<file path="config.mk">
export PLATFORM = sky130hd
export DESIGN_NAME = rxp_top
export DESIGN_NICKNAME = d
export VERILOG_FILES = /design/src/rtl/rxp_pkg.sv /design/src/rtl/rxp_cfg.sv /design/src/rtl/rxp_dafilt.sv /design/src/rtl/rxp_ring.sv /design/src/rtl/rxp_top.sv
export SDC_FILE = /design/constraint.sdc
export NUM_CORES = 1
export LEC_CHECK = 0
export BUFFER_PORTS_ARGS = -buffer_cell sky130_fd_sc_hd__buf_4
export CORE_ASPECT_RATIO = 1.25
export CORE_MARGIN = 3
export CORE_UTILIZATION = 55
export DETAILED_ROUTE_END_ITERATION = 12
export HOLD_SLACK_MARGIN = 0.02
export PLACE_DENSITY = 0.77
export SYNTH_ARGS = -nofsm -noshare
export SYNTH_HDL_FRONTEND = slang
export SYNTH_SLANG_ARGS = --single-unit
</file>
<file path="constraint.sdc">
create_clock -name clk -period 5.15 [get_ports clk]
set_input_delay 0.515 -clock clk [delete_from_list [all_inputs] [get_ports clk]]
set_output_delay 0.515 -clock clk [all_outputs]
set_load 0.02 [all_outputs]
</file>
<file path="src/rtl/rxp_pkg.sv">
package rxp_pkg;

    typedef enum logic [2:0] {
        S_IDLE,
        S_DEST,
        S_BODY,
        S_DROP,
        S_HDR
    } rxp_state_e;

    localparam int DA_BYTES = 6;

    localparam logic [3:0] CA_RCR   = 4'd6;
    localparam logic [3:0] CA_FIRST = 4'd7;
    localparam logic [3:0] CA_STOP  = 4'd8;
    localparam logic [3:0] CA_BND   = 4'd9;
    localparam logic [3:0] CA_CUR   = 4'd10;

    localparam int ST_OK  = 0;
    localparam int ST_GRP = 1;
    localparam int ST_BC  = 2;
    localparam int ST_ERR = 3;

    localparam int RC_BC  = 0;
    localparam int RC_MC  = 1;
    localparam int RC_BAD = 2;

endpackage

</file>
<file path="src/rtl/rxp_cfg.sv">
module rxp_cfg
    import rxp_pkg::*;
#(
    parameter int PAGE_W = 4
) (
    input  logic                        clk,
    input  logic                        rst_n,
    input  logic                        cfg_we,
    input  logic [3:0]                  cfg_addr,
    input  logic [7:0]                  cfg_wdata,
    input  logic                        cp_load,
    input  logic [PAGE_W-1:0]           cp_value,
    input  logic                        ovf_set,
    output logic [DA_BYTES-1:0][7:0]    sta,
    output logic [2:0]                  rcr,
    output logic [PAGE_W-1:0]           pg_first,
    output logic [PAGE_W-1:0]           pg_stop,
    output logic [PAGE_W-1:0]           pg_bnd,
    output logic [PAGE_W-1:0]           cur_page,
    output logic                        ovf
);

    always_ff @(posedge clk) begin
        if (!rst_n) begin
            sta      <= '0;
            rcr      <= '0;
            pg_first <= '0;
            pg_stop  <= '0;
            pg_bnd   <= '0;
            cur_page <= '0;
            ovf      <= 1'b0;
        end else begin
            if (cfg_we) begin
                for (int k = 0; k < DA_BYTES; k++) begin
                    if (cfg_addr == 4'(k)) sta[k] <= cfg_wdata;
                end
                case (cfg_addr)
                    CA_RCR:   rcr      <= cfg_wdata[2:0];
                    CA_FIRST: pg_first <= cfg_wdata[PAGE_W-1:0];
                    CA_STOP:  pg_stop  <= cfg_wdata[PAGE_W-1:0];
                    CA_BND:   pg_bnd   <= cfg_wdata[PAGE_W-1:0];
                    default:  ;
                endcase
            end
            // a frame commit takes precedence over a software write
            if (cp_load)
                cur_page <= cp_value;
            else if (cfg_we && cfg_addr == CA_CUR)
                cur_page <= cfg_wdata[PAGE_W-1:0];
            if (ovf_set)
                ovf <= 1'b1;
            else if (cfg_we && cfg_addr == CA_BND)
                ovf <= 1'b0;
        end
    end

endmodule

</file>
<file path="src/rtl/rxp_dafilt.sv">
module rxp_dafilt
    import rxp_pkg::*;
(
    input  logic                     clk,
    input  logic                     rst_n,
    input  logic                     step,
    input  logic                     first,
    input  logic [2:0]               idx,
    input  logic [7:0]               data,
    input  logic [DA_BYTES-1:0][7:0] sta,
    input  logic [2:0]               rcr,
    output logic                     accept,
    output logic                     grp,
    output logic                     bc
);

    logic       phys_r, bc_r, grp_r, phys_n;
    logic [7:0] want;

    // running verdict including the byte now on the input
    always_comb begin
        want = '0;
        for (int k = 0; k < DA_BYTES; k++) begin
            if (idx == 3'(k)) want = sta[k];
        end
        phys_n = (first || phys_r) && (data == want);
        bc     = (first || bc_r) && (data == 8'hFF);
        grp    = first ? data[0] : grp_r;
        if (bc)
            accept = rcr[RC_BC];
        else if (grp)
            accept = rcr[RC_MC];
        else
            accept = phys_n;
    end

    always_ff @(posedge clk) begin
        if (!rst_n) begin
            phys_r <= 1'b0;
            bc_r   <= 1'b0;
            grp_r  <= 1'b0;
        end else if (step) begin
            phys_r <= phys_n;
            bc_r   <= bc;
            grp_r  <= grp;
        end
    end

endmodule

</file>
<file path="src/rtl/rxp_ring.sv">
module rxp_ring #(
    parameter int PAGE_W = 4,
    localparam int ADDR_W = PAGE_W + 8
) (
    input  logic [ADDR_W-1:0] addr,
    input  logic [PAGE_W-1:0] pg_first,
    input  logic [PAGE_W-1:0] pg_stop,
    output logic [ADDR_W-1:0] addr_inc,
    output logic [PAGE_W-1:0] pg_after
);

    logic [ADDR_W-1:0] raw;
    logic [PAGE_W-1:0] pg;

    always_comb begin
        raw = addr + ADDR_W'(1);
        if (raw[ADDR_W-1:8] == pg_stop)
            addr_inc = {pg_first, 8'h00};
        else
            addr_inc = raw;
        // round the next free address up to a whole page
        pg = addr_inc[ADDR_W-1:8] + ((addr_inc[7:0] != 8'h00) ? PAGE_W'(1) : PAGE_W'(0));
        pg_after = (pg == pg_stop) ? pg_first : pg;
    end

endmodule

</file>
<file path="src/rtl/rxp_top.sv">
module rxp_top
    import rxp_pkg::*;
#(
    parameter int PAGE_W = 4,
    localparam int ADDR_W = PAGE_W + 8
) (
    input  logic              clk,
    input  logic              rst_n,
    input  logic              cfg_we,
    input  logic [3:0]        cfg_addr,
    input  logic [7:0]        cfg_wdata,
    input  logic              rx_valid,
    input  logic [7:0]        rx_data,
    input  logic              rx_sof,
    input  logic              rx_eof,
    input  logic              rx_err,
    output logic              mem_we,
    output logic [ADDR_W-1:0] mem_addr,
    output logic [7:0]        mem_wdata,
    output logic [PAGE_W-1:0] cur_page,
    output logic              ovf_flag
);

    localparam logic [2:0] LAST_DA = 3'(DA_BYTES - 1);

    rxp_state_e state, state_nx;

    logic [DA_BYTES-1:0][7:0] sta;
    logic [2:0]               rcr;
    logic [PAGE_W-1:0]        pg_first, pg_stop, pg_bnd, nxt_pg, wa_pg_after;
    logic [ADDR_W-1:0]        wr_addr, base_addr, wa, wa_inc;
    logic [2:0]               didx, fidx;
    logic [1:0]               hidx;
    logic [15:0]              len;
    logic [7:0]               stat, hdr_byte;
    logic start, writing, hit, wr_ok, step, in_hdr, cp_load, drop_bad;
    logic accept, grp_n, bc_n, grp_r, bc_r;

    rxp_cfg #(.PAGE_W(PAGE_W)) u_cfg (
        .clk      (clk),
        .rst_n    (rst_n),
        .cfg_we   (cfg_we),
        .cfg_addr (cfg_addr),
        .cfg_wdata(cfg_wdata),
        .cp_load  (cp_load),
        .cp_value (nxt_pg),
        .ovf_set  (hit),
        .sta      (sta),
        .rcr      (rcr),
        .pg_first (pg_first),
        .pg_stop  (pg_stop),
        .pg_bnd   (pg_bnd),
        .cur_page (cur_page),
        .ovf      (ovf_flag)
    );

    rxp_dafilt u_filt (
        .clk   (clk),
        .rst_n (rst_n),
        .step  (step),
        .first (start),
        .idx   (fidx),
        .data  (rx_data),
        .sta   (sta),
        .rcr   (rcr),
        .accept(accept),
        .grp   (grp_n),
        .bc    (bc_n)
    );

    rxp_ring #(.PAGE_W(PAGE_W)) u_ring (
        .addr    (wa),
        .pg_first(pg_first),
        .pg_stop (pg_stop),
        .addr_inc(wa_inc),
        .pg_after(wa_pg_after)
    );

    // write-path control shared by next-state and outputs
    always_comb begin
        base_addr = {cur_page, 8'h00};
        in_hdr    = (state == S_HDR);
        start     = rx_valid && rx_sof && !in_hdr;
        writing   = start || (rx_valid && (state == S_DEST || state == S_BODY));
        wa        = start ? (base_addr + ADDR_W'(4)) : wr_addr;
        hit       = writing && (wa[ADDR_W-1:8] == pg_bnd);
        wr_ok     = writing && !hit;
        step      = wr_ok && (start || state == S_DEST);
        fidx      = start ? 3'd0 : didx;
        cp_load   = in_hdr && (hidx == 2'd3);
        drop_bad  = rx_err && !rcr[RC_BAD];
    end

    // next state
    always_comb begin
        state_nx = state;
        if (start) begin
            if (rx_eof)
                state_nx = S_IDLE;
            else if (hit)
                state_nx = S_DROP;
            else
                state_nx = S_DEST;
        end else begin
            unique case (state)
                S_IDLE: state_nx = S_IDLE;
                S_DEST: begin
                    if (rx_valid) begin
                        if (rx_eof)
                            state_nx = S_IDLE;
                        else if (hit)
                            state_nx = S_DROP;
                        else if (didx == LAST_DA)
                            state_nx = accept ? S_BODY : S_DROP;
                    end
                end
                S_BODY: begin
                    if (rx_valid) begin
                        if (hit)
                            state_nx = rx_eof ? S_IDLE : S_DROP;
                        else if (rx_eof)
                            state_nx = drop_bad ? S_IDLE : S_HDR;
                    end
                end
                S_DROP: begin
                    if (rx_valid && rx_eof) state_nx = S_IDLE;
                end
                S_HDR: begin
                    if (hidx == 2'd3) state_nx = S_IDLE;
                end
                default: state_nx = S_IDLE;
            endcase
        end
    end

    // state register and frame datapath
    always_ff @(posedge clk) begin
        if (!rst_n) begin
            state   <= S_IDLE;
            wr_addr <= '0;
            didx    <= '0;
            hidx    <= '0;
            len     <= '0;
            stat    <= '0;
            nxt_pg  <= '0;
            grp_r   <= 1'b0;
            bc_r    <= 1'b0;
        end else begin
            state <= state_nx;
            if (wr_ok) wr_addr <= wa_inc;
            if (start) begin
                didx <= 3'd1;
                len  <= 16'd1;
            end else if (writing) begin
                len <= len + 16'd1;
                if (state == S_DEST) didx <= didx + 3'd1;
            end
            if (state == S_DEST && step && didx == LAST_DA) begin
                grp_r <= grp_n;
                bc_r  <= bc_n;
            end
            if (state == S_BODY && wr_ok && rx_eof) begin
                stat         <= 8'h00;
                stat[ST_OK]  <= !rx_err;
                stat[ST_GRP] <= grp_r;
                stat[ST_BC]  <= bc_r;
                stat[ST_ERR] <= rx_err;
                nxt_pg       <= wa_pg_after;
            end
            hidx <= in_hdr ? hidx + 2'd1 : 2'd0;
        end
    end

    // outputs
    always_comb begin
        unique case (hidx)
            2'd0: hdr_byte = stat;
            2'd1: hdr_byte = 8'(nxt_pg);
            2'd2: hdr_byte = len[7:0];
            2'd3: hdr_byte = len[15:8];
            default: hdr_byte = stat;
        endcase
        mem_we    = wr_ok || in_hdr;
        mem_addr  = in_hdr ? (base_addr + ADDR_W'(hidx)) : wa;
        mem_wdata = in_hdr ? hdr_byte : rx_data;
    end

endmodule

</file>
==> flow_summary.toml, run 1 <==
[synth]
synthArstFlopShare = 0
synth_compound_area_frac = 0.163
yosysWarnings = 0
synth_cells = 776
synth_top_family_by_area = "simple AND/OR/NAND/NOR gates"
synth_xor_area_frac = 0.0579
synthFlopType = "dfxtp_1"
synth_cell_types = 75
synth_nets = 813
synthMuxAreaShare = 0.136
synth-simple-area-share = 0.223
synthAdderAreaFrac = 0.0190
synth.avg_cell_area_sq_um = 8.47
ys_seq_elements = 117
synth_area_sq_um = 6570
synth_edf_count = 0
yosysSeqAreaShare = 0.356

[setup_path]
rr_startpoint = "state[2]"
crit_type = "flip-flop to flip-flop"
timing.rr.end = "nxt_pg[1]"
crit_slowest_cell = "or4_4"
reg2reg_slack_ns = 0.34
crit_fanout = 9
ff2ff_path_depth = 20
worstPathRequired_ns = 5.41
slowest_delay_ns = 0.47
cp.arrival_ns = 5.08
cp-start-kind = "flip-flop"
crit_chain = "or3b_1 -> nand2_2 -> and2_1 -> ha_2 -> nand4_1 -> or4_4 -> a31oi_4 -> xnor2_1 -> and4_4 -> nand2_1 -> nand2_1 -> ha_1 -> ha_1 -> xor2_1 -> xnor2_1 -> nand2_1 -> a31oi_2 -> and2_1 -> mux2i_1 -> a21oi_1"
crit_top_cell = "nand2_1"
cp-end-kind = "flip-flop"

[cts]
cts_buffer_depth = 2
cts_tree = "done"
cts_sinks = 117
cts.clk_slew.worst_paths_ns = 0.06
ctsHtreeMaxLevel = 4
postCtsHoldBufs = 0
clock_latency_ns = 0.42
root_buffer = "clkbuf_16"
numCtsBuffers = 17

[timing]
max_slew.worst_pin.slew_ns = 1.11
finClkSkew_ns = 0.00711
fmax_ghz = 0.208
slew_violations = 0
relSlewSlack = 0.262
rsz0062_at_grt = "false"
finalCriticalPeriod_ns = 4.81
setup_viol = 0
post-route-period-util = 0.935
fin_setup_tns_ns = 0
hold_viol = 0

[power]
leakagePower_nw = 3.14
power_density_nw_per_um2 = 353
peakVddDrop_mv = 0.268

[min_path]
min_to = "stat[0]"
whs_path_depth = 2
worstHoldStart = "rx_err"
hold_class = "input port to flip-flop"

[grt]
track_usage = 0.277
grt_busiest_layer = "met2"
antenna_found_initial = 0
met3_usage = 0.0670
grt_overflow = 0
grt_max_degree = 63
use_met1 = 0.314
grt_pass1_vias = 5777
grt_pass1_wl_um = 29400
grtUsageMet2 = 0.479

[cells_and_area]
layout.area.seq_sq_um = 2340
multiInputGateArea_sq_um = 3940
area_growth_pct = 15.9
nets = 842
drive_above_1_share = 0.133
utilization = 0.653
diodes = 0
fillers = 1006
final_area_sq_um = 7620

[die]
start_util = 0.563
io_pins = 53
core_sq_um = 11700
rows = 44
die_w_um = 104
die_h_um = 128
dieArea_sq_um = 13300

[detailed_routing]
routed_wl_um = 18300
route.vias.total = 5948
drt_iter0_markers = 423
wire_per_inst_um = 18.7
dr.pass1.iters = 6
vias_per_cell = 6.08
drtAntennaViolNets = 0
drc = 0

[placed_design]
gp_congestion = 0.927
port_buffers = 52
hpwl_um = 12800
placed_cell_area_sq_um = 6970

[job]
cap_violations = 0

[outcome]
outcome = "completed"
flip-flops by register name, summed over array words and instances (netlist names):
signal / flops
u_cfg.sta: 48
bc_r: 1
len: 16
u_filt.grp_r: 1
u_filt.phys_r: 1
u_cfg.pg_bnd: 4
wr_addr: 12
u_cfg.ovf: 1
hidx: 2
grp_r: 1
nxt_pg: 4
state: 3
didx: 3
u_cfg.cur_page: 4
u_cfg.rcr: 3
u_cfg.pg_stop: 4
u_cfg.pg_first: 4
u_filt.bc_r: 1
stat: 4
cells in the final DEF, fill, tap and decap left out, types with 22 or more instances in the layout:
master     n
o21ai_0   31
dfxtp_1  116
buf_4     59
nand2_1   61
a21oi_1   35
mux2i_1   86
nor2b_1   29
nor2_1   110
xor2_1    22
repair_timing:
item                                    CTS  global route
resized for setup                         0             2
setup buffers                             0             2
endpoints found under the setup margin    0             3
final cells by class:
class | instances | share of cell area
timing repair buffer | 59 | 0.0581
clock inverter | 11 | 0.0228
inverter | 15 | 0.00739
tap | 161 | 0.0264
clock buffer | 21 | 0.0604
sequential | 117 | 0.308
multi-input combinational | 595 | 0.517
worst max-delay path: cells and delay by family, from the launching register on:
family                     cells  cell delay, ns
AOI/OAI and AO/OA              3            0.53
muxes                          1            0.23
adders and majority gates      3            0.71
xor gates and xnor gates       3            0.58
DFF                            1            0.40
and+or+nand+nor               10            2.18
power breakdown:
group,total [mW],switching (mW),leakage (nW),internal [mW]
logic,0.439,0.266,1.89,0.173
registers,0.975,0.0434,0.945,0.932
clock network,1.27,0.436,0.312,0.837
total,2.69,0.746,3.14,1.94
metal layers:
metal | wire, um | vias to the layer above
li1 | - | 2822
met5 | 0 | -
met2 | 9170 | 233
met3 | 994 | 55
met4 | 893 | 0
met1 | 7250 | 2838
cell families after synthesis:
| kind of cell | count (synthesis) |
|---|---|
| and+or+nand+nor | 299 |
| AOI/OAI and AO/OA | 156 |
| DFF | 117 |
| muxes | 89 |
| buffers and inverters | 64 |
| xor gates and xnor gates | 41 |
| adders and majority gates | 10 |
synth_stat cells, types with 4 or more instances:
cell type | instances | area (sq um)
a211oi_1 | 6 | 45.0
a21boi_0 | 7 | 52.6
a21oi_1 | 35 | 175
a221oi_1 | 5 | 43.8
a222oi_1 | 4 | 40.0
a22oi_1 | 9 | 67.6
a31oi_1 | 7 | 43.8
and2_1 | 4 | 25.0
and3_1 | 14 | 87.6
buf_2 | 5 | 25.0
buf_4 | 4 | 30.0
clkbuf_1 | 36 | 135
dfxtp_1 | 117 | 2340
ha_1 | 10 | 125
inv_1 | 14 | 52.6
mux2i_1 | 86 | 861
nand2_1 | 61 | 229
nand2b_1 | 10 | 62.6
nand3_1 | 13 | 65.1
nand4_1 | 12 | 75.1
nor2_1 | 110 | 413
nor2b_1 | 29 | 181
nor3_1 | 15 | 75.1
nor4_1 | 7 | 43.8
o21a_1 | 4 | 30.0
o21ai_0 | 31 | 155
o31ai_1 | 9 | 67.6
or3_1 | 6 | 37.5
xnor2_1 | 17 | 149
xor2_1 | 22 | 193
how the worst max path moves through the flow:
stage,start,to
final,state[2],nxt_pg[1]
after CTS,state[2],nxt_pg[1]
after floorplan,state[2],nxt_pg[2]
after detailed placement,rx_sof,nxt_pg[0]
after global placement,rx_sof,nxt_pg[1]
after global routing,state[2],nxt_pg[1]
stage by stage:
stage	instances	hold slack (ns)	worst slack, ns	total power [mW]
floorplan	776	0.455	0.0184	1.30
global placement	945	0.472	0.471	1.40
detailed placement	945	0.485	0.261	1.41
CTS	977	0.291	0.182	2.68
global route	979	0.293	0.0155	2.79
finish	979	0.306	0.335	2.69
Power figures use the tool's default switching activity.
==> inputs of run 2 (changes only) <==
Settings changed: PLACE_DENSITY 0.77 to 0.79.
==> flow_summary.toml, run 2 (same netlist as run 1, synthesis figures left out) <==
[setup_path]
crit_fanout = 9
rr_startpoint = "state[2]"
reg2reg_slack_ns = 0.33
crit_chain = "or3b_1 -> nand2_2 -> nand2_1 -> inv_1 -> ha_1 -> nand4_1 -> or4_4 -> a31oi_4 -> xnor2_1 -> and4_4 -> nand2_1 -> nand2_1 -> ha_1 -> ha_1 -> xor2_1 -> xnor2_1 -> nand2_1 -> a31oi_2 -> and2_1 -> mux2i_1 -> a21oi_1"
cp-startpoint = "state[2]"
crit_type = "flip-flop to flip-flop"
cp.arrival_ns = 5.09
worstPathRequired_ns = 5.42
cp-end-kind = "flip-flop"
crit_slowest_cell = "or4_4"
cp-start-kind = "flip-flop"
slowest_delay_ns = 0.47
crit_top_cell = "nand2_1"

[placed_design]
port_buffers = 52
hpwl_um = 13000
place_inst = 946
gp_congestion = 0.918

[power]
leakagePower_nw = 3.11
peakVddDrop_mv = 0.244
power_density_nw_per_um2 = 331
switching_power_mw = 0.723
p_total_mw = 2.49
power_frac_seq = 0.391
intPower_mw = 1.77
p_sw_frac = 0.290
power_frac_comb = 0.177
clkPwrFrac = 0.432

[outcome]
outcome = "completed"

[cells_and_area]
fillers = 964
layout_common_cells = "116 x dfxtp_1, 110 x nor2_1, 86 x mux2i_1"
nets = 843
largest_reg_flops = 48
diodes = 0
final_common_cell = "dfxtp_1"
stdcell_count = 980
multiInputGateArea_sq_um = 3940
drive_above_1_share = 0.132
regMostFlops = "u_cfg.sta"
area_growth_pct = 14.5
layout.area.seq_sq_um = 2340
biggestRegsByFlops = "u_cfg.sta (48), len (16), wr_addr (12)"

[timing]
finClkSkew_ns = 0.00742
hold_ws_ns = 0.320
post-route-period-util = 0.935
fmax_ghz = 0.208
slew_violations = 0
finalCriticalPeriod_ns = 4.82
fin_setup_tns_ns = 0
hold_viol = 0
max_slew.worst_pin.slew_ns = 1.09
rsz0062_at_grt = "false"
setup_viol = 0
relSlewSlack = 0.271

[detailed_routing]
drtAntennaViolNets = 0
drt_iter0_markers = 362
routed_wl_um = 18400
route.vias.total = 6079
vias_per_cell = 6.20
dr.pass1.iters = 5
wire_per_inst_um = 18.8
drc = 0

[min_path]
hold_class = "input port to flip-flop"
worstHoldStart = "rx_err"

[job]
cap_violations = 0

[die]
die_h_um = 128
rows = 44
die_w_um = 104
core_sq_um = 11700
io_pins = 53
start_util = 0.563
dieArea_sq_um = 13300

[cts]
cts.clk_slew.worst_paths_ns = 0.06
cts_sinks = 117
clock_latency_ns = 0.42
numCtsBuffers = 17
ctsHtreeMaxLevel = 4
root_buffer = "clkbuf_16"
cts_tree = "done"
cts_buffer_depth = 2

[grt]
antenna_found_initial = 0
grt_max_degree = 63
track_usage = 0.284
grt_pass1_wl_um = 29900
grt_pass1_vias = 5951
grt_overflow = 0
[run 2: cell types whose count changed in the layout (fill, tap and decap cells not counted), sizes merged]
cell,change
buf,+1
clkinvlp,+2
inv,-1
bufinv,-3
clkinv,+2
[run 2: routing by layer]
| metal | track usage | wire length (um) |
|---|---|---|
| met3 | 0.0564 | 1270 |
| met2 | 0.498 | 9230 |
| met1 | 0.312 | 6900 |
| met5 | 0 | 0 |
| met4 | 0.192 | 990 |
[run 2: path summary, 6_finish.rpt]
kind                                  end  depth (start not counted)
worst min-delay path              stat[0]                          2
worst max register to register  nxt_pg[0]                         21
worst max-delay path            nxt_pg[0]                         21
worst min register to register    stat[3]                          2
[run 2: layout make-up]
cell class / count / area share
flip-flops and latches: 117 / 0.311
clock inverters: 11 / 0.0113
multi-input cells: 595 / 0.523
clock buffers: 21 / 0.0599
well taps: 161 / 0.0268
repair buffers: 60 / 0.0599
inverters: 15 / 0.00748
[run 2: worst max-delay path: cells and delay by family, from the launching register on]
family                     cells  cell delay [ns]
AOI/OAI and AO/OA              3             0.52
xor gates and xnor gates       3             0.55
adders and majority gates      3             0.72
buffers and inverters          1             0.07
DFF                            1             0.41
muxes                          1             0.22
and+or+nand+nor               10             2.17
[run 2: repair_timing]
action / CTS / global route
setup endpoints to repair: 0 / 3
endpoints found under the hold margin: 0 / 0
buffers inserted: 0 / 2
hold buffers: 0 / 0
resized for setup: 0 / 1
[run 2: per-stage QoR]
step	util	area (sq um)	worst slack, ns
final	0.645	7520	0.335
after global routing	0.645	7520	0.0283
after CTS	0.643	7510	0.233
after detailed placement	0.597	6970	0.217
after global placement	0.597	6970	0.486
after floorplan	-	6580	0.0184
[run 2: power by group through the flow]
stage               sequential [mW]  clock [mW]  combinational (mW)
floorplan                     0.977           0               0.320
global placement              0.989           0               0.409
detailed placement            0.993           0               0.425
CTS                           0.973        1.08               0.429
global route                  0.979        1.13               0.482
finish                        0.975        1.08               0.441
==> inputs of run 3 (changes only) <==
Settings changed: CORE_UTILIZATION 55 to 60, PLACE_DENSITY 0.79 to 0.82, RECOVER_POWER set to 100.
Clock period 5.15 ns to 5.4 ns, I/O delays scaled along.
==> flow_summary.toml, run 3 (same netlist as run 1, synthesis figures left out) <==
[outcome]
outcome = "complete, but fails checks"
violations = "capacitance limit, slew limit"

[cells_and_area]
area_growth_pct = 12.8
largest_reg_flops = 48
final_common_cell = "dfxtp_1"
utilization = 0.695
diodes = 0
layout_common_cells = "117 x dfxtp_1, 110 x nor2_1, 86 x mux2i_1"
drive_above_1_share = 0.0885
biggestRegsByFlops = "u_cfg.sta (48), len (16), wr_addr (12)"
nets = 838
regMostFlops = "u_cfg.sta"

[setup_path]
cp-end-kind = "flip-flop"
reg2reg_slack_ns = 0.39
cp-start-kind = "flip-flop"
timing.rr.end = "nxt_pg[0]"
cp.arrival_ns = 5.26
rr_startpoint = "state[2]"
worstPathRequired_ns = 5.64
crit_type = "flip-flop to flip-flop"
crit_fanout = 14
ff2ff_path_depth = 19

[min_path]
whs_path_depth = 2
min_to = "stat[0]"
worstHoldStart = "rx_err"
hold_class = "input port to flip-flop"

[die]
die_w_um = 99.6
die_h_um = 123
dieArea_sq_um = 12300
core_sq_um = 10700
start_util = 0.616
rows = 42
io_pins = 53

[grt]
grt_pass1_vias = 5888
grt_max_degree = 63
grt_overflow = 0
antenna_found_initial = 0
grt_pass1_wl_um = 29000
track_usage = 0.300

[job]
cap_violations = 2

[detailed_routing]
drtAntennaViolNets = 0
route.vias.total = 6084
wire_per_inst_um = 19.2
drt_iter0_markers = 502
dr.pass1.iters = 5
vias_per_cell = 6.43
drc = 0
routed_wl_um = 18200

[placed_design]
port_buffers = 52
hpwl_um = 12600
gp_congestion = 0.904

[cts]
numCtsBuffers = 17
cts_buffer_depth = 2
clock_latency_ns = 0.42
postCtsSetupBuffers = 0
cts_tree = "done"
cts_sinks = 117
cts.clk_slew.worst_paths_ns = 0.06
ctsHtreeMaxLevel = 4
root_buffer = "clkbuf_16"

[timing]
finalCriticalPeriod_ns = 5.01
setup_viol = 0
fmax_ghz = 0.199
relSlewSlack = -0.273
rsz0062_at_grt = "false"
slew_violations = 104
finClkSkew_ns = 0.00746
post-route-period-util = 0.928
fin_setup_tns_ns = 0
hold_viol = 0
max_slew.worst_pin.slew_ns = 1.91

[power]
power_density_nw_per_um2 = 337
leakagePower_nw = 3.00
peakVddDrop_mv = 0.222
==> run 3: routing by layer <==
layer / track usage / vias up / share of wire
met5: 0 / - / 0
met4: 0.195 / 0 / 0.058
met3: 0.0626 / 81 / 0.068
met2: 0.501 / 314 / 0.48
met1: 0.347 / 2887 / 0.39
li1: - / 2802 / -
==> run 3: where the power goes <==
group | leakage [nW] | switching (mW) | internal, mW
clock network | 0.299 | 0.411 | 0.763
logic | 1.76 | 0.252 | 0.146
registers | 0.945 | 0.0411 | 0.888
==> run 3: worst max-delay path, stage by stage, from the launching register on <==
cell	delay, ns
dfxtp_1	0.44
or3b_1	0.43
nand2_4	0.19
nand2_1	0.13
inv_1	0.07
ha_1	0.26
nand4_1	0.20
or4_4	0.47
a31oi_4	0.27
xnor2_1	0.23
nand4_1	0.28
nand2_1	0.16
nand2_1	0.08
ha_1	0.22
ha_1	0.25
or3_1	0.40
a31oi_2	0.21
and2_1	0.25
mux2i_1	0.21
a21oi_1	0.08
==> run 3: metrics by stage <==
stage	hold slack, ns	setup slack [ns]	total power [mW]	instance area (sq um)	std cells
4_1_cts	0.330	0.338	2.51	7530	946
3_3_place_gp	0.474	0.462	1.33	6910	914
3_5_place_dp	0.486	0.267	1.35	6910	914
5_1_grt	0.334	0.0965	2.57	7420	946
2_1_floorplan	0.455	0.194	1.24	6570	776
6_report	0.348	0.387	2.50	7420	946
==> run 3: final cells by class <==
class,count,area (sq um)
clock buffer,21,470
clock inverter,11,150
sequential,117,2340
multi-input combinational,595,3930
tap,132,165
inverter,15,56.3
timing repair buffer,55,304
fill,833,3250
==> run 3: how the worst max path moves through the flow <==
| stage | to | slack [ns] | depth (start not counted) | startpoint |
|---|---|---|---|---|
| after floorplan | nxt_pg[2] | 0.19 | 23 | state[2] |
| after global placement | nxt_pg[0] | 0.46 | 20 | rx_sof |
| after detailed placement | nxt_pg[1] | 0.27 | 20 | rx_sof |
| after CTS | nxt_pg[1] | 0.34 | 19 | state[2] |
| after global routing | nxt_pg[1] | 0.1 | 19 | state[2] |
| final | nxt_pg[0] | 0.39 | 19 | state[2] |
==> run 3: timing repair <==
action	in CTS	in global routing
setup endpoints to repair	0	1
gates resized for setup	0	1
hold buffers	0	0
